[config.mk]
export PLATFORM = sky130hd
export DESIGN_NAME = wide_dispatch_seq
export DESIGN_NICKNAME = d
export VERILOG_FILES = /design/src/rtl/wds_pkg.sv /design/src/rtl/wds_cstore.sv /design/src/rtl/wds_useq.sv /design/src/rtl/wds_dpath.sv /design/src/rtl/wide_dispatch_seq.sv
export SDC_FILE = /design/constraint.sdc
export NUM_CORES = 1
export LEC_CHECK = 0
export BUFFER_PORTS_ARGS = -buffer_cell sky130_fd_sc_hd__buf_4
export CAP_MARGIN = 20
export CELL_PAD_IN_SITES_DETAIL_PLACEMENT = 1
export CELL_PAD_IN_SITES_GLOBAL_PLACEMENT = 2
export CORE_AREA = 3 3 126 128
export DETAILED_ROUTE_END_ITERATION = 7
export DIE_AREA = 0 0 129 131
export PLACE_DENSITY_LB_ADDON = 0.1
export REMOVE_ABC_BUFFERS = 1
export SYNTH_ARGS = -nofsm -noshare
export SYNTH_HDL_FRONTEND = slang
export SYNTH_SLANG_ARGS = --single-unit
[constraint.sdc]
create_clock -name clk -period 2 [get_ports clk]
set_input_delay 0.1 -clock clk [delete_from_list [all_inputs] [get_ports clk]]
set_output_delay 0.1 -clock clk [all_outputs]
set_load 0.05 [all_outputs]
[src/rtl/wds_pkg.sv]
package wds_pkg;

    localparam int CS_AW = 9;
    localparam int OP_W  = 8;

    localparam logic [OP_W-1:0] OP_LOAD  = 8'h15;
    localparam logic [OP_W-1:0] OP_STORE = 8'h36;
    localparam logic [OP_W-1:0] OP_WIDE  = 8'hC4;

    // Entry points equal opcode values; tails sit at unreachable addresses.
    localparam logic [CS_AW-1:0] UA_MAIN1   = 9'h100;
    localparam logic [CS_AW-1:0] UA_MAIN2   = 9'h101;
    localparam logic [CS_AW-1:0] UA_LD1     = {1'b0, OP_LOAD};
    localparam logic [CS_AW-1:0] UA_LD2     = 9'h040;
    localparam logic [CS_AW-1:0] UA_LD_TAIL = 9'h041;
    localparam logic [CS_AW-1:0] UA_ST1     = {1'b0, OP_STORE};
    localparam logic [CS_AW-1:0] UA_ST2     = 9'h048;
    localparam logic [CS_AW-1:0] UA_ST_TAIL = 9'h049;
    localparam logic [CS_AW-1:0] UA_WIDE1   = {1'b0, OP_WIDE};
    localparam logic [CS_AW-1:0] UA_WIDE2   = 9'h050;
    localparam logic [CS_AW-1:0] UA_WLD1    = {1'b1, OP_LOAD};
    localparam logic [CS_AW-1:0] UA_WLD2    = 9'h058;
    localparam logic [CS_AW-1:0] UA_WLD3    = 9'h059;
    localparam logic [CS_AW-1:0] UA_WST1    = {1'b1, OP_STORE};
    localparam logic [CS_AW-1:0] UA_WST2    = 9'h05A;
    localparam logic [CS_AW-1:0] UA_WST3    = 9'h05B;

    typedef enum logic [1:0] {
        JAM_NONE,
        JAM_NARROW,
        JAM_WIDE
    } jam_e;

    typedef enum logic [1:0] {
        HOP_KEEP,
        HOP_NARROW,
        HOP_HIGH,
        HOP_ADD
    } hop_e;

    typedef enum logic [1:0] {
        MOP_NONE,
        MOP_LOAD,
        MOP_STORE
    } mop_e;

    typedef struct packed {
        logic             valid;
        logic [CS_AW-1:0] next;
        jam_e             jam;
        logic             fetch;
        hop_e             hop;
        mop_e             mop;
    } uinst_t;

    function automatic uinst_t mk(input logic [CS_AW-1:0] nxt, input jam_e jm,
                                  input logic fe, input hop_e hp, input mop_e mp);
        uinst_t w;
        w.valid = 1'b1;
        w.next  = nxt;
        w.jam   = jm;
        w.fetch = fe;
        w.hop   = hp;
        w.mop   = mp;
        return w;
    endfunction

    // Control store contents, computed; unlisted words are invalid.
    function automatic uinst_t cs_word(input logic [CS_AW-1:0] a);
        uinst_t w;
        w = '0;
        case (a)
            UA_MAIN1:   w = mk(UA_MAIN2,   JAM_NONE,   1'b1, HOP_KEEP,   MOP_NONE);
            UA_MAIN2:   w = mk(UA_MAIN1,   JAM_NARROW, 1'b0, HOP_KEEP,   MOP_NONE);
            UA_LD1:     w = mk(UA_LD2,     JAM_NONE,   1'b1, HOP_KEEP,   MOP_NONE);
            UA_LD2:     w = mk(UA_LD_TAIL, JAM_NONE,   1'b0, HOP_NARROW, MOP_NONE);
            UA_LD_TAIL: w = mk(UA_MAIN1,   JAM_NONE,   1'b0, HOP_KEEP,   MOP_LOAD);
            UA_ST1:     w = mk(UA_ST2,     JAM_NONE,   1'b1, HOP_KEEP,   MOP_NONE);
            UA_ST2:     w = mk(UA_ST_TAIL, JAM_NONE,   1'b0, HOP_NARROW, MOP_NONE);
            UA_ST_TAIL: w = mk(UA_MAIN1,   JAM_NONE,   1'b0, HOP_KEEP,   MOP_STORE);
            UA_WIDE1:   w = mk(UA_WIDE2,   JAM_NONE,   1'b1, HOP_KEEP,   MOP_NONE);
            UA_WIDE2:   w = mk(UA_MAIN1,   JAM_WIDE,   1'b0, HOP_KEEP,   MOP_NONE);
            UA_WLD1:    w = mk(UA_WLD2,    JAM_NONE,   1'b1, HOP_KEEP,   MOP_NONE);
            UA_WLD2:    w = mk(UA_WLD3,    JAM_NONE,   1'b1, HOP_HIGH,   MOP_NONE);
            UA_WLD3:    w = mk(UA_LD_TAIL, JAM_NONE,   1'b0, HOP_ADD,    MOP_NONE);
            UA_WST1:    w = mk(UA_WST2,    JAM_NONE,   1'b1, HOP_KEEP,   MOP_NONE);
            UA_WST2:    w = mk(UA_WST3,    JAM_NONE,   1'b1, HOP_HIGH,   MOP_NONE);
            UA_WST3:    w = mk(UA_ST_TAIL, JAM_NONE,   1'b0, HOP_ADD,    MOP_NONE);
            default:    w = '0;
        endcase
        return w;
    endfunction

    function automatic logic op_defined(input logic [OP_W-1:0] op, input logic wide_bank);
        if (wide_bank)
            return (op == OP_LOAD) || (op == OP_STORE);
        return (op == OP_LOAD) || (op == OP_STORE) || (op == OP_WIDE);
    endfunction

endpackage

[src/rtl/wds_cstore.sv]
module wds_cstore
    import wds_pkg::*;
(
    input  logic [CS_AW-1:0] addr,
    output uinst_t           word
);
    always_comb begin
        word = cs_word(addr);
    end
endmodule

[src/rtl/wds_useq.sv]
module wds_useq
    import wds_pkg::*;
(
    input  logic             clk,
    input  logic             rst,
    input  logic [OP_W-1:0]  code_byte,
    input  uinst_t           raw_word,
    output logic [CS_AW-1:0] upc,
    output uinst_t           act_word,
    output logic             err
);
    logic             wide_sel;
    logic             op_ok;
    logic [CS_AW-1:0] jam_addr;

    assign wide_sel = (raw_word.jam == JAM_WIDE);
    assign op_ok    = op_defined(code_byte, wide_sel);
    assign jam_addr = {wide_sel, code_byte};

    // A halted sequencer issues only empty microinstructions.
    always_comb begin
        act_word = err ? uinst_t'('0) : raw_word;
    end

    always_ff @(posedge clk) begin
        if (rst) begin
            upc <= UA_MAIN1;
            err <= 1'b0;
        end else if (!err) begin
            if (!raw_word.valid) begin
                err <= 1'b1;
            end else if (raw_word.jam != JAM_NONE) begin
                if (op_ok)
                    upc <= jam_addr;
                else
                    err <= 1'b1;
            end else begin
                upc <= raw_word.next;
            end
        end
    end


    wide_bank_chk: assert property (@(posedge clk) disable iff (rst)
        (!err && raw_word.jam == JAM_WIDE && op_ok) |=> (upc[CS_AW-1] == 1'b1));
endmodule

[src/rtl/wds_dpath.sv]
module wds_dpath
    import wds_pkg::*;
#(
    parameter int PC_W  = 16,
    parameter int IDX_W = 16,
    parameter int AW    = 16
) (
    input  logic            clk,
    input  logic            rst,
    input  uinst_t          uw,
    input  logic [OP_W-1:0] code_byte,
    input  logic [AW-1:0]   lv_base,
    output logic [PC_W-1:0] pc,
    output logic [AW-1:0]   mem_addr,
    output logic            ld_stb,
    output logic            st_stb
);
    localparam int HI_SH = OP_W;

    logic [IDX_W-1:0] hold;
    logic [IDX_W-1:0] byte_ext;

    assign byte_ext = IDX_W'(code_byte);

    always_ff @(posedge clk) begin
        if (rst)
            pc <= '0;
        else if (uw.fetch)
            pc <= pc + PC_W'(1);
    end

    always_ff @(posedge clk) begin
        if (rst) begin
            hold <= '0;
        end else begin
            unique case (uw.hop)
                HOP_NARROW: hold <= byte_ext;
                HOP_HIGH:   hold <= byte_ext << HI_SH;
                HOP_ADD:    hold <= hold + byte_ext;
                default:    hold <= hold;
            endcase
        end
    end

    always_ff @(posedge clk) begin
        if (rst) begin
            mem_addr <= '0;
            ld_stb   <= 1'b0;
            st_stb   <= 1'b0;
        end else begin
            ld_stb <= (uw.mop == MOP_LOAD);
            st_stb <= (uw.mop == MOP_STORE);
            if (uw.mop != MOP_NONE)
                mem_addr <= lv_base + AW'(hold);
        end
    end


    no_carry_chk: assert property (@(posedge clk) disable iff (rst)
        (uw.hop == HOP_ADD) |-> (hold[HI_SH-1:0] == '0));


    strobe_excl_chk: assert property (@(posedge clk) disable iff (rst)
        !(ld_stb && st_stb));


    strobe_len_chk: assert property (@(posedge clk) disable iff (rst)
        (ld_stb || st_stb) |=> !(ld_stb || st_stb));
endmodule

[src/rtl/wide_dispatch_seq.sv]
module wide_dispatch_seq
    import wds_pkg::*;
#(
    parameter int PC_W  = 16,
    parameter int IDX_W = 16,
    parameter int AW    = 16
) (
    input  logic             clk,
    input  logic             rst,
    input  logic [AW-1:0]    lv_base,
    input  logic [OP_W-1:0]  code_byte,
    output logic [PC_W-1:0]  code_addr,
    output logic [AW-1:0]    mem_addr,
    output logic             ld_stb,
    output logic             st_stb,
    output logic [PC_W-1:0]  pc,
    output logic [CS_AW-1:0] uaddr,
    output logic             err
);
    uinst_t raw_word;
    uinst_t act_word;

    wds_cstore u_cstore (
        .addr (uaddr),
        .word (raw_word)
    );

    wds_useq u_useq (
        .clk       (clk),
        .rst       (rst),
        .code_byte (code_byte),
        .raw_word  (raw_word),
        .upc       (uaddr),
        .act_word  (act_word),
        .err       (err)
    );

    wds_dpath #(
        .PC_W  (PC_W),
        .IDX_W (IDX_W),
        .AW    (AW)
    ) u_dpath (
        .clk       (clk),
        .rst       (rst),
        .uw        (act_word),
        .code_byte (code_byte),
        .lv_base   (lv_base),
        .pc        (pc),
        .mem_addr  (mem_addr),
        .ld_stb    (ld_stb),
        .st_stb    (st_stb)
    );

    assign code_addr = pc;


    err_hold_chk: assert property (@(posedge clk) disable iff (rst)
        err |=> (err && $stable(pc) && $stable(uaddr)));


    strobe_main_chk: assert property (@(posedge clk) disable iff (rst)
        (ld_stb || st_stb) |-> (uaddr == UA_MAIN1));
endmodule

== After elaboration in Yosys (flattened, before gate mapping) ==
Cells that the tools add are included.
Storage, ports and cells
  bits in registers: 60
  output and inout bits: 60
  logic and storage cells: 55
Operators by class
  $add $sub $neg: 3
  equality and inequality tests: 26
  muxes and demuxes: 12
  bitwise logic cells: 1
  reduce and logical (&&, ||, !) cells: 6
Operators by type and width (number)
  17-bit case mux with 16 select lines: 1
  9-bit by 7-bit equality test with 1-bit output (second input constant): 9
  16-bit case mux with 3 select lines: 1
  9-bit equality test (second input constant): 4
  9-bit 2-to-1 mux: 2
  16-bit by 1-bit adder with 16-bit output (second input constant): 1
  16-bit adder: 1
  16-bit by 8-bit adder with 16-bit output: 1
  9-bit by 5-bit equality test with 1-bit output (second input constant): 1
  9-bit by 6-bit equality test with 1-bit output (second input constant): 1
  9-bit by 8-bit equality test with 1-bit output (second input constant): 1
  2-bit equality test (second input constant): 4
  8-bit by 5-bit equality test with 1-bit output (second input constant): 1
  8-bit by 6-bit equality test with 1-bit output (second input constant): 1
  8-bit equality test (second input constant): 1
  1-bit 2-to-1 mux: 7
  5-bit 2-to-1 mux: 1
  2-bit by 1-bit equality test with 1-bit output (second input constant): 2
  2-bit nonzero test: 2
  3-bit AND reduction: 1
  3-bit nonzero test: 1
  1-bit logical OR: 2
  2-bit by 1-bit inequality test with 1-bit output (second input constant): 1
  1-bit NOT: 1

== Logic depth before layout (Yosys ltp) ==
Gate-level depths: netlist of run 1.
  depth after elaboration: 9
  depth in mapped cells: 9
  depth with buffers taken out: 9

== Modules after synthesis ==
Synthesis of run 1 repeated with hierarchy kept, for this count alone.
Second synthesis, totals
  cells, all modules: 540
  area, all modules: 4393.0 sq um
By module, submodules not included
  wds_dpath: instances 1, cells an instance 376, area an instance 3151.8 sq um, sequential area each 1001.0 sq um
  wds_useq: instances 1, cells an instance 84, area an instance 710.7 sq um, sequential area each 200.2 sq um
  wds_cstore: instances 1, cells an instance 64, area an instance 410.4 sq um, sequential area each 0.0 sq um
  wide_dispatch_seq: instances 1, cells an instance 16, area an instance 120.1 sq um, sequential area each 0.0 sq um

== Worst setup path before layout of run 1 ==
OpenSTA, ideal clock, no wires.
  path type: reg2reg
  from: register u_useq.upc[6]
  to: register u_dpath.pc[6]
  library setup time: 70 ps
  arrival: 2453 ps
  data required time: 1930 ps
  slack: -523 ps
  stages on the path, launching flop included: 7
  clock period less this slack: 2523 ps
  cell sequence: dfxtp_1 -> or4b_4 -> nor3_4 -> o41ai_2 -> a21o_4 -> or4_1 -> a21oi_1
Between the ends
  word-level cells in the longest chain between the ends: 3
  elaborated cells between the ends (all ways): 18
  classes of those cells: eq/ne (16); mux (2)
Ends and longest elaborated chain
  start, declared: line wds_useq.sv:8  | output logic [CS_AW-1:0] upc,
  start signal, assigned: line wds_useq.sv:34  | upc <= jam_addr;
  start signal, assigned: line wds_useq.sv:38  | upc <= raw_word.next;
  9-bit by 7-bit equality test with 1-bit output, or another cell as far along: line wds_pkg.sv:72  | case (a)
  17-bit case mux with 16 select lines *: line wds_pkg.sv:72
  5-bit 2-to-1 mux *: line wds_useq.sv:22  | act_word = err ? uinst_t'('0) : raw_word;
  end signal, assigned: line wds_dpath.sv:29  | pc <= pc + PC_W'(1);
  end, declared: line wds_dpath.sv:13  | output logic [PC_W-1:0] pc,
Mark *: on every way between the ends. The rest lies on a longest branch, timed or not.
A chain may end at the register's enable or synchronous reset.

== Worst setup path after layout of run 1 ==
  from: register u_useq.upc[2]
  to: register u_dpath.pc[12]
Same word-level chain as after synthesis.

==> results of run 1 <==
-- synth_stat cells (all sizes together) (5+ instances only) --
cell    count  share of area (%)
or3         7                1.0
nor4        7                1.2
dfxtp      60                 28
a311oi      6                1.2
ha         24                7.0
nor3b       5               0.99
nor3       26                3.3
or4        14                2.5
nor4b       8                1.6
a21oi      44                5.1
o22ai       7                1.0
o21ai      24                2.8
buf        23                4.1
nor2b       6               0.88
nand2b      6               0.88
clkbuf     18                1.6
nand3      24                2.8
mux2i       6                1.4
nor2       34                3.0
nand4       6               0.88
a21o       14                2.6
o31ai      11                1.9
and2        5               0.73
nand2      34                3.0
a22oi       7                1.2
o21a        7                1.2
xnor2       7                1.4
a211oi     10                1.8
a31oi       6               0.88
inv        12                1.1
-- layer usage --
metal	routed length, um	vias up
li1	-	2436
met1	8090	2542
met2	9080	101
met3	605	35
met4	454	0
met5	0	-
-- report_power, final --
part	leakage, nW	internal (mW)	switching [mW]
combinational	2.30	1.92	2.30
clock	0.145	0.966	0.574
sequential	0.490	1.31	0.187
total	2.94	4.20	3.06
-- state kept, by name (all words and copies together), names as in the netlist --
signal / cells
u_dpath.hold: 16
u_dpath.mem_addr: 16
u_dpath.pc: 16
u_useq.upc: 9
u_dpath.ld_stb: 1
u_dpath.st_stb: 1
u_useq.err: 1
-- worst paths after layout --
check	startpoint	to	slack [ns]	cells past startpoint
worst max-delay path	u_useq.upc[2]	u_dpath.pc[12]	-0.28	8
worst min-delay path	code_byte[1]	u_dpath.hold[1]	0.08	3
worst max register to register	u_useq.upc[2]	u_dpath.pc[12]	-0.28	8
worst min register to register	u_dpath.mem_addr[9]	u_dpath.mem_addr[9]	0.46	2
-- kinds of logic after synthesis --
kind of cell / count (synthesis) / synth area share [%]
compound gates: 170 / 27.1
xor+xnor: 10 / 2.05
fa+ha+maj: 26 / 7.96
buf+inv: 54 / 6.79
flops: 60 / 28.1
mux: 6 / 1.40
simple gates: 203 / 26.6
-- what timing repair did --
action                                  CTS  global route
pin swaps                                77            37
resized for setup                       134            72
endpoints found under the setup margin   59            60
setup buffers                            24             8
gates cloned                              6             0
-- worst max-delay path, stage by stage (launching register included) --
cell,delay (ns)
dfxtp_2,0.35
or4_4,0.57
nor4_4,0.23
o41ai_4,0.14
buf_4,0.17
a21o_4,0.23
buf_6,0.13
o31ai_2,0.23
a21oi_1,0.11
-- area by class of cell --
class,count,area (sq um),share of cell area (%)
inverter,13,48.8,0.671
clock inverter,1,5.00,0.0688
timing repair buffer,234,1910,26.2
tap,188,235,3.23
sequential,60,1220,16.7
multi-input combinational,419,3580,49.2
clock buffer,14,284,3.90
==> summary.md, run 1 <==
| Metric | Value |
|---|---|
| #FFs+latches synth | `60` |
| GRT overflow | `0` |
| Layout Utilization | `48.6%` |
| Setup Crit Path Kind | `reg2reg` |
| CP Data Arrival Time | `about 2.5 ns` |
| Commonest cells after routing, fill and taps aside | `buf_4, dfxtp_1, nor2_1` |
| Max Cap Viol | `0` |
| Syn Inst Count | `529` |
| Grt met3 use | `4.31%` |
| Post-Place Cells | `879` |
| Setup tns final | `-9.42 ns` |
| Vias | `5,114` |
| Dpl cell area | `0.00581 sq mm` |
| Post-synthesis sequential area ratio | `28.1%` |
| Clock buffer depth | `2` |
| Post-route insts no fill | `929` |
| Die height | `131 um` |
| Core Area | `0.0150 sq mm` |
| CTS tree | `yes` |
| EDFF count, synth | `0` |
| Final hold slack | `0.0808 ns` |
| Cell variety after synth | `67` |
| Netlist Area Pre-Place | `0.00428 sq mm` |
| Die area | `0.0169 sq mm` |
| Filler cells | `1,742` |
| CTS sink count | `60` |
| Clock skew | `0.00944 ns` |
| First DRT Iteration DRCs | `around 230` |
| Final Hold Fails | `0` |
| Hold/Removal Path Class | `in2reg` |
| Pwr Total | `7.26 mW` |
| Clk_lat worst skew | `about 0.34 ns` |
| Async S/R FF share, synth | `0%` |
| Leakage power | `2.94 nW` |
| Top Usage Layer GRT | `met2` |
| Final Instance Area | `about 0.0073 sq mm` |
| Detailed Route WL | `18,200 um` |
| Unrepaired setup endpoints after global routing | `yes` |
| Number of placement rows | `45` |
| Initial antenna violation count | `0` |
| WL per Instance | `approximately 20 um` |
| Final-report setup violation count | `slightly below 60` |
| Post-Place Setup Slack | `-0.401 ns` |
| Clock root buffer | `clkbuf_16` |
| Critical path capture point type | `flop` |
| Final Critical Period | `2.28 ns` |
| Final antenna diode count | `0` |
| Final nets | `789` |
| Power density cells | `997 mW/mm^2` |
| Final GP Congestion | `0.868` |
| YS warnings | `0` |
| Vias per cell | `5.50` |
| CTS buffer count | `9` |
| F_max | `about 0.44 GHz` |
| Clock-pin slew on the worst setup and hold paths | `0.06 ns` |
| Chip Width | `between 100 and 150 um` |
| H-tree depth | `3` |
| First-pass DRT Iterations | `4` |
| First-pass GRT wire length | `28,200 um` |
| Worst Tran Pin Value | `0.767 ns` |
| Met1 Track Usage GR | `26.8%` |
| Port-buffer cells | `85` |
| Final ANT Viol Nets | `0` |
| Synthesized area per cell | `8.08 sq um` |
| CP startpoint kind | `flop` |
| Max IR drop VDD | `0.000809 V` |
| Max FO, Critical Path | `5` |
| Grt met2 use | `a little over a third` |
| DRC violations left | `0` |
| Final period utilization | `114%` |
| Worst Path Required | `2.21 ns` |
| Layout area overhead | `70.2%` |
| Hold buffers post-CTS | `0` |
| Status | `finished with violations` |
| Layout cells sized above 1 | `approximately half` |
| Worst rel slew slack | `48.8%` |
| Vias in the first global route | `between 5,000 and 6,000` |
| Starting density of the core | `28.6%` |
| Predominant post-synthesis flop cell | `dfxtp_1` |
| DPL Wire Length | `12,200 um` |
| Worst Slack Setup Final | `-0.276 ns` |
| Total Routing Usage GR | `21.1%` |
| Failing checks | `negative setup slack` |
| Ports | `86` |
| Commonest non-fill, non-tap cell in the layout | `buf_4` |
| Largest net degree at the start of global routing | `62` |
| Fin. max-slew vios | `0` |
Note: power is estimated with default switching activity, not from simulation.
==> run 2, diff against run 1 <==
Settings changed: ABC_AREA set to 1, CORE_AREA 3 3 126 128 to 3 3 135 137, DIE_AREA 0 0 129 131 to 0 0 138 140, GPL_TIMING_DRIVEN set to 0.
==> summary.md, run 2 <==
| Metric | Value |
|---|---|
| Detailed Route WL | `approximately 17,000 um` |
| Reg2reg path depth | `12` |
| Filler cells | `2,255` |
| #FFs+latches synth | `60` |
| Post-synthesis sequential area ratio | `25.1%` |
| Largest net degree at the start of global routing | `between 40 and 50` |
| Final-report setup violation count | `0` |
| Final antenna diode count | `0` |
| Max Cap Viol | `0` |
| Syn Inst Count | `737` |
| Sw frac | `46.8%` |
| CP Data Arrival Time | `2.10 ns` |
| YS warnings | `0` |
| Commonest cells after routing, fill and taps aside | `nand2_1, buf_4, nand3_1` |
| Worst hold stages | `3` |
| Part of the power in registers | `between 20% and 30%` |
| Total Routing Usage GR | `about 17%` |
| Final Hold Fails | `0` |
| CP startpoint kind | `flop` |
| Clock-pin slew on the worst setup and hold paths | `0.06 ns` |
| Worst Tran Pin Value | `0.794 ns` |
| Clock root buffer | `clkbuf_16` |
| Top-count cell post-synth | `nand2_1` |
| First-pass DRT Iterations | `4` |
| Async S/R FF share, synth | `0%` |
| DRC violations left | `0` |
| Register area | `0.00121 sq mm` |
| Starting density of the core | `27.9%` |
| Grt met2 use | `28.1%` |
| Worst Path Required | `~2.2 ns` |
| Multi-input logic area | `0.00318 sq mm` |
| Chip Width | `138 um` |
| Worst rel slew slack | `between 40% and 50%` |
| Met1 Track Usage GR | `23.7%` |
| Power density cells | `962 mW/mm^2` |
| Comb power frac | `between 40 and 50%` |
| Critical path capture point type | `flop` |
| Leakage power | `2.67 nW` |
| Final GP Congestion | `0.823` |
| FF-to-FF End | `u_dpath.hold[12]` |
| RR Startpoint | `u_useq.upc[5]` |
| Setup Crit Path Kind | `reg2reg` |
| Status | `finished, final reports clean` |
| Setup tns final | `0 ns` |
| Largest registers | `u_dpath.hold: 16 flops, u_dpath.mem_addr: 16 flops, u_dpath.pc: 16 flops` |
| Clock buffer depth | `2` |
| Clk_lat worst skew | `0.35 ns` |
| Final nets | `863` |
| Die height | `140 um` |
| Max IR drop VDD | `0.000604 V` |
| Commonest non-fill, non-tap cell in the layout | `nand2_1` |
| Clock skew | `~0.0093 ns` |
| DPL Wire Length | `12,500 um` |
| Max FO, Critical Path | `9` |
| Top Usage Layer GRT | `met2` |
| Final Critical Period | `1.89 ns` |
| Cell variety after synth | `42` |
| Predominant post-synthesis flop cell | `dfxtp_1` |
| Initial antenna violation count | `0` |
| Top-area cell type share of the netlist area | `25.1%` |
| Core Area | `about 0.017 sq mm` |
| Layout cells sized above 1 | `22.2%` |
| Number of placement rows | `48` |
| CTS sink count | `60` |
| GRT overflow | `0` |
| Synth cell count leaders | `nand2_1, nand3_1, a21oi_1, inv_1, nor2_1` |
| Port-buffer cells | `85` |
| WL per Instance | `approximately 16 um` |
| CTS buffer count | `9` |
| First DRT Iteration DRCs | `approximately 170` |
| H-tree depth | `3` |
| Vias per cell | `4.83` |
| Clock Power Share | `a little over a quarter` |
| Die area | `0.0193 sq mm` |
| Ports | `86` |
| Final ANT Viol Nets | `0` |
| First-pass GRT wire length | `~28,000 um` |
| Fin. max-slew vios | `0` |
| Grt met3 use | `2.56%` |
| Vias | `5,027` |
| Pint | `3.07 mW` |
| Top area cells in the synthesized netlist | `dfxtp_1, nand2_1, nand3_1` |
| Sw power | `2.70 mW` |
| Synthesized area per cell | `6.51 sq um` |
| Netlist Area Pre-Place | `0.00479 sq mm` |
| Final period utilization | `94.6%` |
| FF-to-FF setup slack | `0.11 ns` |
| Leading area contributor after synthesis | `dfxtp_1` |
| Unrepaired setup endpoints after global routing | `yes` |
| Vias in the first global route | `5,182` |
| Critical hold path startpoint | `code_byte[4]` |
| Hold/Removal Path Class | `in2reg` |
| EDFF count, synth | `0` |
| CTS tree | `yes` |
| Pwr Total | `around 5.8 mW` |
| Layout area overhead | `25.0%` |
| Hold endpoint | `u_dpath.hold[12]` |
| F_max | `about 0.53 GHz` |
run 2: layout make-up:
type / instances / share of cell area (%)
tap: 225 / 4.70
multi-input combinational: 573 / 53.0
inverter: 68 / 4.42
timing repair inverter: 1 / 0.0835
clock inverter: 4 / 0.376
sequential: 60 / 20.2
timing repair buffer: 98 / 12.7
clock buffer: 12 / 4.45
run 2: worst max path at each step:
stage	start	endpoint	slack [ns]	depth (start not counted)
floorplan	u_dpath.pc[0]	u_dpath.pc[14]	-0.21	7
global placement	u_useq.err	u_dpath.hold[12]	-0.34	7
detailed placement	u_useq.err	u_dpath.hold[12]	-0.39	7
CTS	u_useq.upc[6]	u_dpath.hold[12]	-0.06	8
global route	u_useq.upc[5]	u_dpath.hold[9]	-0.03	12
finish	u_useq.upc[5]	u_dpath.hold[12]	0.11	12
run 2: cell families (layout without fill, tap and decap cells):
group                    after synthesis  count (layout)  synth area share, %
AND/OR/NAND/NOR                      409             409                 40.1
AO/OA/AOI/OAI                        114             114                 12.6
buffers and inverters                104             183                 10.8
flip-flops                            60              60                 25.1
adder cells (fa/ha/maj)               26              26                 7.10
XOR/XNOR                              24              24                 4.38
run 2: power groups by stage:
| stage | Combinational (mW) | Sequential (mW) | Clock, mW |
|---|---|---|---|
| floorplan | 1.35 | 1.79 | 0 |
| global placement | 2.40 | 1.48 | 0 |
| detailed placement | 2.44 | 1.48 | 0 |
| CTS | 2.51 | 1.47 | 1.60 |
| global route | 2.99 | 1.51 | 1.66 |
| finish | 2.72 | 1.48 | 1.56 |
run 2: per-stage QoR:
step | instance area (sq um) | utilization [%] | cells | hold slack (ns) | worst slack [ns]
CTS | 5780 | 33.7 | 1030 | 0.0682 | -0.0581
global placement | 5450 | 31.7 | 1011 | 0.436 | -0.341
finish | 5990 | 34.9 | 1041 | 0.0725 | 0.108
global route | 5990 | 34.9 | 1041 | 0.0677 | -0.0285
detailed placement | 5450 | 31.7 | 1011 | 0.437 | -0.389
floorplan | 4530 | - | 701 | 0.162 | -0.211
run 2: per-layer routing:
metal	wire length (um)	vias to the layer above	share of wire (%)
li1	-	2566	-
met3	525	18	3.1
met2	7720	81	46
met4	257	0	1.5
met5	0	-	0
met1	8180	2362	49
run 2: timing repair:
action	in CTS	in global routing
resized for setup	9	28
buffers inserted	2	11
endpoints found under the setup margin	47	50
pin swaps	1	5
gates cloned	1	0
hold buffers	0	0
run 2: critical path, cell delays in order, from the launching register on:
cell and delay, ns:
dfxtp_2 0.36, inv_1 0.09, nand2_1 0.11, nor2_4 0.23, nand3_4 0.16, nand2_4 0.14, nand2_4 0.11, nand2_8 0.12
clkinvlp_4 0.16, nand2_1 0.09, nand2_1 0.05, nand2_1 0.07, a21oi_1 0.06
